--- config.mk ---
export PLATFORM = sky130hd
export DESIGN_NAME = sec_attr_gate
export DESIGN_NICKNAME = d
export VERILOG_FILES = /design/src/rtl/sag_pkg.sv /design/src/rtl/sag_region.sv /design/src/rtl/sag_attr_merge.sv /design/src/rtl/sag_state.sv /design/src/rtl/sec_attr_gate.sv
export SDC_FILE = /design/constraint.sdc
export NUM_CORES = 1
export LEC_CHECK = 0
export BUFFER_PORTS_ARGS = -buffer_cell sky130_fd_sc_hd__buf_4
export CORE_MARGIN = 5
export CORE_UTILIZATION = 45
export CTS_CLUSTER_DIAMETER = 40
export DETAILED_ROUTE_END_ITERATION = 8
export PLACE_DENSITY = 0.72
export SYNTH_ARGS = -nofsm -noshare
export SYNTH_HDL_FRONTEND = slang
export SYNTH_SLANG_ARGS = --single-unit
--- constraint.sdc ---
create_clock -name clk -period 3.8 [get_ports clk]
set_input_delay 0.57 -clock clk [delete_from_list [all_inputs] [get_ports clk]]
set_output_delay 0.57 -clock clk [all_outputs]
set_load 0.02 [all_outputs]
--- src/rtl/sag_pkg.sv ---
package sag_pkg;

  typedef enum logic [1:0] {
    ATTR_S   = 2'd0,
    ATTR_NS  = 2'd1,
    ATTR_NSC = 2'd2
  } attr_e;

  typedef enum logic [1:0] {
    K_LOAD   = 2'd0,
    K_STORE  = 2'd1,
    K_FETCH  = 2'd2,
    K_RETURN = 2'd3
  } kind_e;

  // Rank: secure above callable above non-secure
  function automatic attr_e more_secure(attr_e a, attr_e b);
    if (a == ATTR_S || b == ATTR_S) return ATTR_S;
    if (a == ATTR_NSC || b == ATTR_NSC) return ATTR_NSC;
    return ATTR_NS;
  endfunction

endpackage

--- src/rtl/sag_region.sv ---
module sag_region #(
  parameter int PAGE_W = 27
) (
  input  logic              clk,
  input  logic              rst_n,
  input  logic              wr_en,
  input  logic [PAGE_W-1:0] wr_base,
  input  logic [PAGE_W-1:0] wr_limit,
  input  logic              wr_valid,
  input  logic              wr_nsc,
  input  logic [PAGE_W-1:0] look_page,
  output logic              hit,
  output logic              is_nsc
);

  logic [PAGE_W-1:0] base_q, base_d;
  logic [PAGE_W-1:0] limit_q, limit_d;
  logic              en_q, en_d;
  logic              nsc_q, nsc_d;

  always_comb begin
    base_d  = base_q;
    limit_d = limit_q;
    en_d    = en_q;
    nsc_d   = nsc_q;
    if (wr_en) begin
      base_d  = wr_base;
      limit_d = wr_limit;
      en_d    = wr_valid;
      nsc_d   = wr_nsc;
    end
  end

  always_ff @(posedge clk or negedge rst_n) begin
    if (!rst_n) begin
      base_q  <= '0;
      limit_q <= '0;
      en_q    <= 1'b0;
      nsc_q   <= 1'b0;
    end else if (wr_en) begin
      base_q  <= base_d;
      limit_q <= limit_d;
      en_q    <= en_d;
      nsc_q   <= nsc_d;
    end
  end

  assign hit    = en_q && (look_page >= base_q) && (look_page <= limit_q);
  assign is_nsc = nsc_q;

endmodule

--- src/rtl/sag_attr_merge.sv ---
module sag_attr_merge
  import sag_pkg::*;
#(
  parameter int NREG = 8
) (
  input  logic [NREG-1:0] hit,
  input  logic [NREG-1:0] nsc,
  input  logic            ext_ns,
  input  logic            ext_nsc,
  output attr_e           attr
);

  attr_e int_attr;
  attr_e ext_attr;

  // Walk from the highest index down so the lowest index is applied last
  always_comb begin
    int_attr = ATTR_S;
    for (int i = NREG - 1; i >= 0; i--) begin
      if (hit[i]) int_attr = nsc[i] ? ATTR_NSC : ATTR_NS;
    end
  end

  always_comb begin
    if (ext_ns)       ext_attr = ATTR_NS;
    else if (ext_nsc) ext_attr = ATTR_NSC;
    else              ext_attr = ATTR_S;
  end

  assign attr = more_secure(int_attr, ext_attr);

endmodule

--- src/rtl/sag_state.sv ---
module sag_state
  import sag_pkg::*;
(
  input  logic       clk,
  input  logic       rst_n,
  input  logic       req_valid,
  input  logic [1:0] kind,
  input  logic       dbg,
  input  logic       dbg_ns,
  input  logic       gate,
  input  attr_e      attr,
  output logic       rsp_valid,
  output attr_e      rsp_attr,
  output logic       rsp_ns,
  output logic       rsp_fault,
  output logic       rsp_enter,
  output logic       cur_secure
);

  logic  sec_q, sec_d;
  logic  vld_q;
  attr_e attr_q;
  logic  fault_q, fault_d;
  logic  enter_q, enter_d;
  logic  req_is_ns;
  logic  tgt_ns;

  assign req_is_ns = dbg ? dbg_ns : !sec_q;
  assign tgt_ns    = (attr == ATTR_NS);

  always_comb begin
    sec_d   = sec_q;
    fault_d = 1'b0;
    enter_d = 1'b0;
    if (req_valid) begin
      if (dbg || kind == K_LOAD || kind == K_STORE) begin
        fault_d = req_is_ns && !tgt_ns;
      end else if (kind == K_FETCH) begin
        if (!sec_q) begin
          if (attr == ATTR_NSC && gate) begin
            enter_d = 1'b1;
            sec_d   = 1'b1;
          end else if (!tgt_ns) begin
            fault_d = 1'b1;
          end
        end else if (tgt_ns) begin
          fault_d = 1'b1;
        end
      end else begin
        if (sec_q && tgt_ns) sec_d = 1'b0;
        else                 fault_d = 1'b1;
      end
    end
  end

  always_ff @(posedge clk or negedge rst_n) begin
    if (!rst_n) begin
      sec_q   <= 1'b1;
      vld_q   <= 1'b0;
      attr_q  <= ATTR_S;
      fault_q <= 1'b0;
      enter_q <= 1'b0;
    end else begin
      sec_q   <= sec_d;
      vld_q   <= req_valid;
      fault_q <= fault_d;
      enter_q <= enter_d;
      if (req_valid) attr_q <= attr;
    end
  end

  assign rsp_valid  = vld_q;
  assign rsp_attr   = attr_q;
  assign rsp_ns     = (attr_q == ATTR_NS);
  assign rsp_fault  = fault_q;
  assign rsp_enter  = enter_q;
  assign cur_secure = sec_q;

  AST_ENTER_INTO_CALLABLE: assert property (@(posedge clk) disable iff (!rst_n)
    rsp_enter |-> (rsp_attr == ATTR_NSC && !rsp_fault && cur_secure));

  AST_FAULT_KEEPS_STATE: assert property (@(posedge clk) disable iff (!rst_n)
    rsp_fault |-> $stable(cur_secure));

  AST_STATE_MOVES_CLEANLY: assert property (@(posedge clk) disable iff (!rst_n)
    !$stable(cur_secure) |-> (rsp_valid && !rsp_fault));

  AST_EXIT_LANDS_NS: assert property (@(posedge clk) disable iff (!rst_n)
    $fell(cur_secure) |-> (rsp_attr == ATTR_NS));

  AST_DEBUG_NO_SWITCH: assert property (@(posedge clk) disable iff (!rst_n)
    (req_valid && dbg) |=> ($stable(cur_secure) && !rsp_enter));

endmodule

--- src/rtl/sec_attr_gate.sv ---
module sec_attr_gate
  import sag_pkg::*;
#(
  parameter int ADDR_W  = 32,
  parameter int GRAN_LG = 5,
  parameter int NREG    = 8
) (
  input  logic                      clk,
  input  logic                      rst_n,
  input  logic                      cfg_we,
  input  logic [$clog2(NREG)-1:0]   cfg_idx,
  input  logic [ADDR_W-GRAN_LG-1:0] cfg_base,
  input  logic [ADDR_W-GRAN_LG-1:0] cfg_limit,
  input  logic                      cfg_en,
  input  logic                      cfg_nsc,
  input  logic                      req_valid,
  input  logic [1:0]                req_kind,
  input  logic [ADDR_W-1:0]         req_addr,
  input  logic                      req_dbg,
  input  logic                      req_dbg_ns,
  input  logic                      req_gate,
  input  logic                      ext_ns,
  input  logic                      ext_nsc,
  output logic                      rsp_valid,
  output logic [1:0]                rsp_attr,
  output logic                      rsp_ns,
  output logic                      rsp_fault,
  output logic                      rsp_sec_enter,
  output logic                      cur_secure
);

  localparam int PAGE_W = ADDR_W - GRAN_LG;
  localparam int IDX_W  = $clog2(NREG);

  logic [PAGE_W-1:0] page;
  logic              unused_low;
  logic [NREG-1:0]   hit;
  logic [NREG-1:0]   nsc;
  attr_e             attr;
  attr_e             st_attr;

  assign page       = req_addr[ADDR_W-1:GRAN_LG];
  assign unused_low = ^req_addr[GRAN_LG-1:0];

  for (genvar i = 0; i < NREG; i++) begin : g_region
    sag_region #(.PAGE_W(PAGE_W)) u_region (
      .clk       (clk),
      .rst_n     (rst_n),
      .wr_en     (cfg_we && (cfg_idx == IDX_W'(i))),
      .wr_base   (cfg_base),
      .wr_limit  (cfg_limit),
      .wr_valid  (cfg_en),
      .wr_nsc    (cfg_nsc),
      .look_page (page),
      .hit       (hit[i]),
      .is_nsc    (nsc[i])
    );
  end

  sag_attr_merge #(.NREG(NREG)) u_merge (
    .hit     (hit),
    .nsc     (nsc),
    .ext_ns  (ext_ns),
    .ext_nsc (ext_nsc),
    .attr    (attr)
  );

  sag_state u_state (
    .clk        (clk),
    .rst_n      (rst_n),
    .req_valid  (req_valid),
    .kind       (req_kind),
    .dbg        (req_dbg),
    .dbg_ns     (req_dbg_ns),
    .gate       (req_gate),
    .attr       (attr),
    .rsp_valid  (rsp_valid),
    .rsp_attr   (st_attr),
    .rsp_ns     (rsp_ns),
    .rsp_fault  (rsp_fault),
    .rsp_enter  (rsp_sec_enter),
    .cur_secure (cur_secure)
  );

  assign rsp_attr = st_attr;

  AST_EXT_SECURE_WINS: assert property (@(posedge clk) disable iff (!rst_n)
    (req_valid && !ext_ns && !ext_nsc) |=> (rsp_attr == ATTR_S));

  AST_NS_BIT_ONLY_NS: assert property (@(posedge clk) disable iff (!rst_n)
    (req_valid && !ext_ns) |=> !rsp_ns);

endmodule

==> impl_metrics.toml <==
[grt]
wire_length_of_the_first_global_routing_pass_mm = 125.3
vias_in_the_first_global_route = 22325
global_route.overflow_total = 0
global_route.usage.total_pct = 23.89
grt_antenna_before_repair = 5
maximum_number_of_pins_on_one_net_before_global_route_repair = 110

[route]
dr.pass1.iters = 6
drt-initial-drc-count = 1738
post-route-drc-count = 0
final_antenna_net_count = 0
total_via_count_in_the_routed_design = 21941
routed_wire_length_per_instance_um = 20.02
vias_per_cell = 5.500
finalWirelength_mm = 79.87

[layout]
multi_input_comb_area_mm2 = 0.01441
mostFrequentLayoutCell = "sky130_fd_sc_hd__dfrtp_1"
area_growth_pct = 23.36
regArea_mm2 = 0.01136
fill_cells = 5096
finalNonFillerCells = 3989
drive_above_1_share_pct = 23.10
num-nets-final = 3669
layout_common_cells = "453 x sky130_fd_sc_hd__dfrtp_1, 430 x sky130_fd_sc_hd__inv_1, 429 x sky130_fd_sc_hd__ha_1, 309 x sky130_fd_sc_hd__buf_4, 297 x sky130_fd_sc_hd__o21ai_0"

[sta]
fmax_ghz = 0.2528
setup_violations = 3
final_count_of_hold_timing_violations = 0
setup_total_negative_slack_ns = -0.2251
clock-skew-final_ns = 0.01902
unrepaired_setup_endpoints_after_global_routing = "true"
whs_ns = 0.02315
maxSlewViolCount = 0
finalCritPeriodShare_pct = 104.1
worst-slew-pin-transition_ns = 0.9711
final.min_clock_period_ns = 3.956
maxSlewHeadroom_pct = 35.26
timing.final.ws_setup_ns = -0.1556

[placed_design]
io_buffers = 103
placed_cells_incl_taps = 3830
detailedPlacementHpwl_mm = 57.15
gp_routability_congestion = 0.9280

[worst_setup_path]
r2r_cells = 14
critPathRequiredTime_ns = 4.32
critPathMaxFanout = 2
worstSetupEndpointType = "flip-flop"
reg2reg_slack_ns = -0.16
crit-reg2reg-capture = "u_state.rsp_fault"
worstPathArrival_ns = 4.47
setup.worst_path.start_class = "flip-flop"
crit-reg2reg-launch = "g_region[4].u_region.base_q[16]"
worst-setup-path-type = "reg -> reg"

[synth]
netlist_area_mm2 = 0.02750
synthesis.area_per_instance_um2 = 9.839
synthCells = 2795
most_used_flip_flop_cell_after_synthesis = "sky130_fd_sc_hd__dfrtp_1"
synth_unique_cells = 63
asyncSetResetFlopFracSynth_pct = 100.0
synth_nets = 3329
synth-seq-cells = 454
ys_seq_area_share_pct = 41.32
synth.yosys.warnings = 0
synth-edff-count = 0

[floorplanning]
floorplan.io_pins = 109
chipHeight_um = 257.2
fp.dieArea_mm2 = 0.06615
start_util_pct = 45.47
fp-row-count = 90
die_x_um = 257.2
core_region_area_mm2 = 0.06047

[cts]
cts.clk_slew.worst_paths_ns = 0.05
cts_made_buffers = 82
max-clock-path-buffers = 3
clkSinkCount = 454
cts_tree = "yes"
htree_levels = 3
worstSkewPairLatency_ns = 0.62
root_buffer = "sky130_fd_sc_hd__clkbuf_16"

[power]
power.static_leakage_nw = 16.64
p_per_cell_area_mw_per_mm2 = 566.2
ir_drop_v = 0.0004124
post-layout-total-power_w = 0.01921

[flow_run]
max_cap_violations = 0

[run_status]
violations = "setup timing"
outcome = "finished, violations left"

[hold_path]
hold_class = "in -> async"
==> kinds of logic after synthesis <==
logic type | after synthesis | synth area share (%)
flops | 454 | 41.32
compound gates | 596 | 12.69
buf+inv | 505 | 6.893
simple gates | 569 | 9.655
mux | 239 | 9.783
fa+ha+maj | 432 | 19.66
==> layout make-up <==
class                           count  area share (%)
Clock inverter                     57           2.032
Multi-Input combinational cell   1836           42.48
Clock buffer                       95           6.462
Sequential cell                   454           33.50
Antenna cell                        4         0.02951
Inverter                          434           4.802
Timing Repair Buffer              327           7.809
Tap cell                          782           2.884
==> cells in the mapped netlist, drive strengths merged, types with 5 or more instances <==
| cell type | number | area, um^2 |
|---|---|---|
| a2111oi | 7 | 61.31 |
| a211oi | 32 | 240.2 |
| a21o | 45 | 337.8 |
| a21oi | 121 | 605.6 |
| a31oi | 6 | 37.54 |
| and3 | 6 | 37.54 |
| and4 | 6 | 52.55 |
| clkbuf | 71 | 266.5 |
| dfrtp | 453 | 11340 |
| ha | 432 | 5405 |
| inv | 434 | 1629 |
| mux2 | 238 | 2680 |
| nand2 | 283 | 1062 |
| nand2b | 10 | 62.56 |
| nand3 | 55 | 275.3 |
| nand4 | 66 | 412.9 |
| nand4b | 5 | 43.79 |
| nor2 | 60 | 225.2 |
| nor2b | 18 | 112.6 |
| nor3 | 24 | 120.1 |
| nor4 | 13 | 87.58 |
| o211ai | 11 | 82.58 |
| o21a | 14 | 105.1 |
| o21ai | 299 | 1496 |
| o21bai | 8 | 60.06 |
| o31ai | 8 | 60.06 |
| or3 | 5 | 31.28 |
| or4 | 5 | 37.54 |
==> worst max-delay path, cell delays in order, from the launching register on <==
cell and delay (ns):
sky130_fd_sc_hd__dfrtp_1 0.34, sky130_fd_sc_hd__inv_2 0.06, sky130_fd_sc_hd__ha_4 0.26, sky130_fd_sc_hd__nand4_1 0.11, sky130_fd_sc_hd__buf_6 0.17, sky130_fd_sc_hd__or4_4 0.53
sky130_fd_sc_hd__or3_1 0.38, sky130_fd_sc_hd__nand4_1 0.20, sky130_fd_sc_hd__a31oi_4 0.14, sky130_fd_sc_hd__or4_1 0.41, sky130_fd_sc_hd__o221a_1 0.24, sky130_fd_sc_hd__o211a_4 0.17
sky130_fd_sc_hd__or2_1 0.22, sky130_fd_sc_hd__or3_4 0.36, sky130_fd_sc_hd__a311oi_2 0.26
==> stage by stage <==
| stage | setup slack [ns] | util (%) | instance area [um^2] |
|---|---|---|---|
| floorplan | 0.1836 | - | 27500 |
| global placement | -0.5366 | 51.01 | 30850 |
| detailed placement | -0.6486 | 51.01 | 30850 |
| CTS | -0.1788 | 55.88 | 33790 |
| global route | -0.2717 | 56.09 | 33920 |
| finish | -0.1556 | 56.10 | 33920 |
==> timing repair <==
item | CTS | global route
buffers inserted | 1 | 2
hold buffers | 0 | 0
setup endpoints to repair | 4 | 5
resized for setup | 13 | 17
pin swaps | 6 | 11
endpoints found under the hold margin | 0 | 0
==> power by group <==
part / internal [W] / switching [W] / leakage (nW)
clock network: 0.00489 / 0.00275 / 1.39
registers: 0.00588 / 0.000436 / 5.49
logic: 0.00242 / 0.00283 / 9.76
==> per-layer routing <==
layer / up-vias / global-route usage (%) / share of wire (%)
li1: 10449 / - / -
met3: 144 / 4.225 / 5.8
met2: 599 / 39.97 / 48
met4: 4 / 7.217 / 2.9
met5: - / 0 / 0.038
met1: 10745 / 31.89 / 44
==> worst max-delay path by stage <==
stage                                    startpoint                end  slack, ns  cells past startpoint
finish              g_region[4].u_region.base_q[16]  u_state.rsp_fault      -0.16                     14
global route        g_region[4].u_region.base_q[16]  u_state.rsp_fault      -0.27                     14
CTS                 g_region[4].u_region.base_q[16]  u_state.rsp_fault      -0.18                     14
detailed placement                     req_addr[13]  u_state.rsp_enter      -0.65                     14
global placement                       req_addr[30]  u_state.rsp_enter      -0.54                     17
floorplan                              req_addr[23]  u_state.rsp_fault       0.18                     12
==> flip-flops by register name, summed over array words and instances, names as in the netlist <==
signal,count
u_state.rsp_valid,1
g_region.u_region.base_q,216
g_region.u_region.is_nsc,8
u_state.cur_secure,1
g_region.u_region.limit_q,216
u_state.rsp_fault,1
u_state.rsp_enter,1
u_state.rsp_attr,2
g_region.u_region.en_q,8
Note: power is estimated with default switching activity, not from simulation.
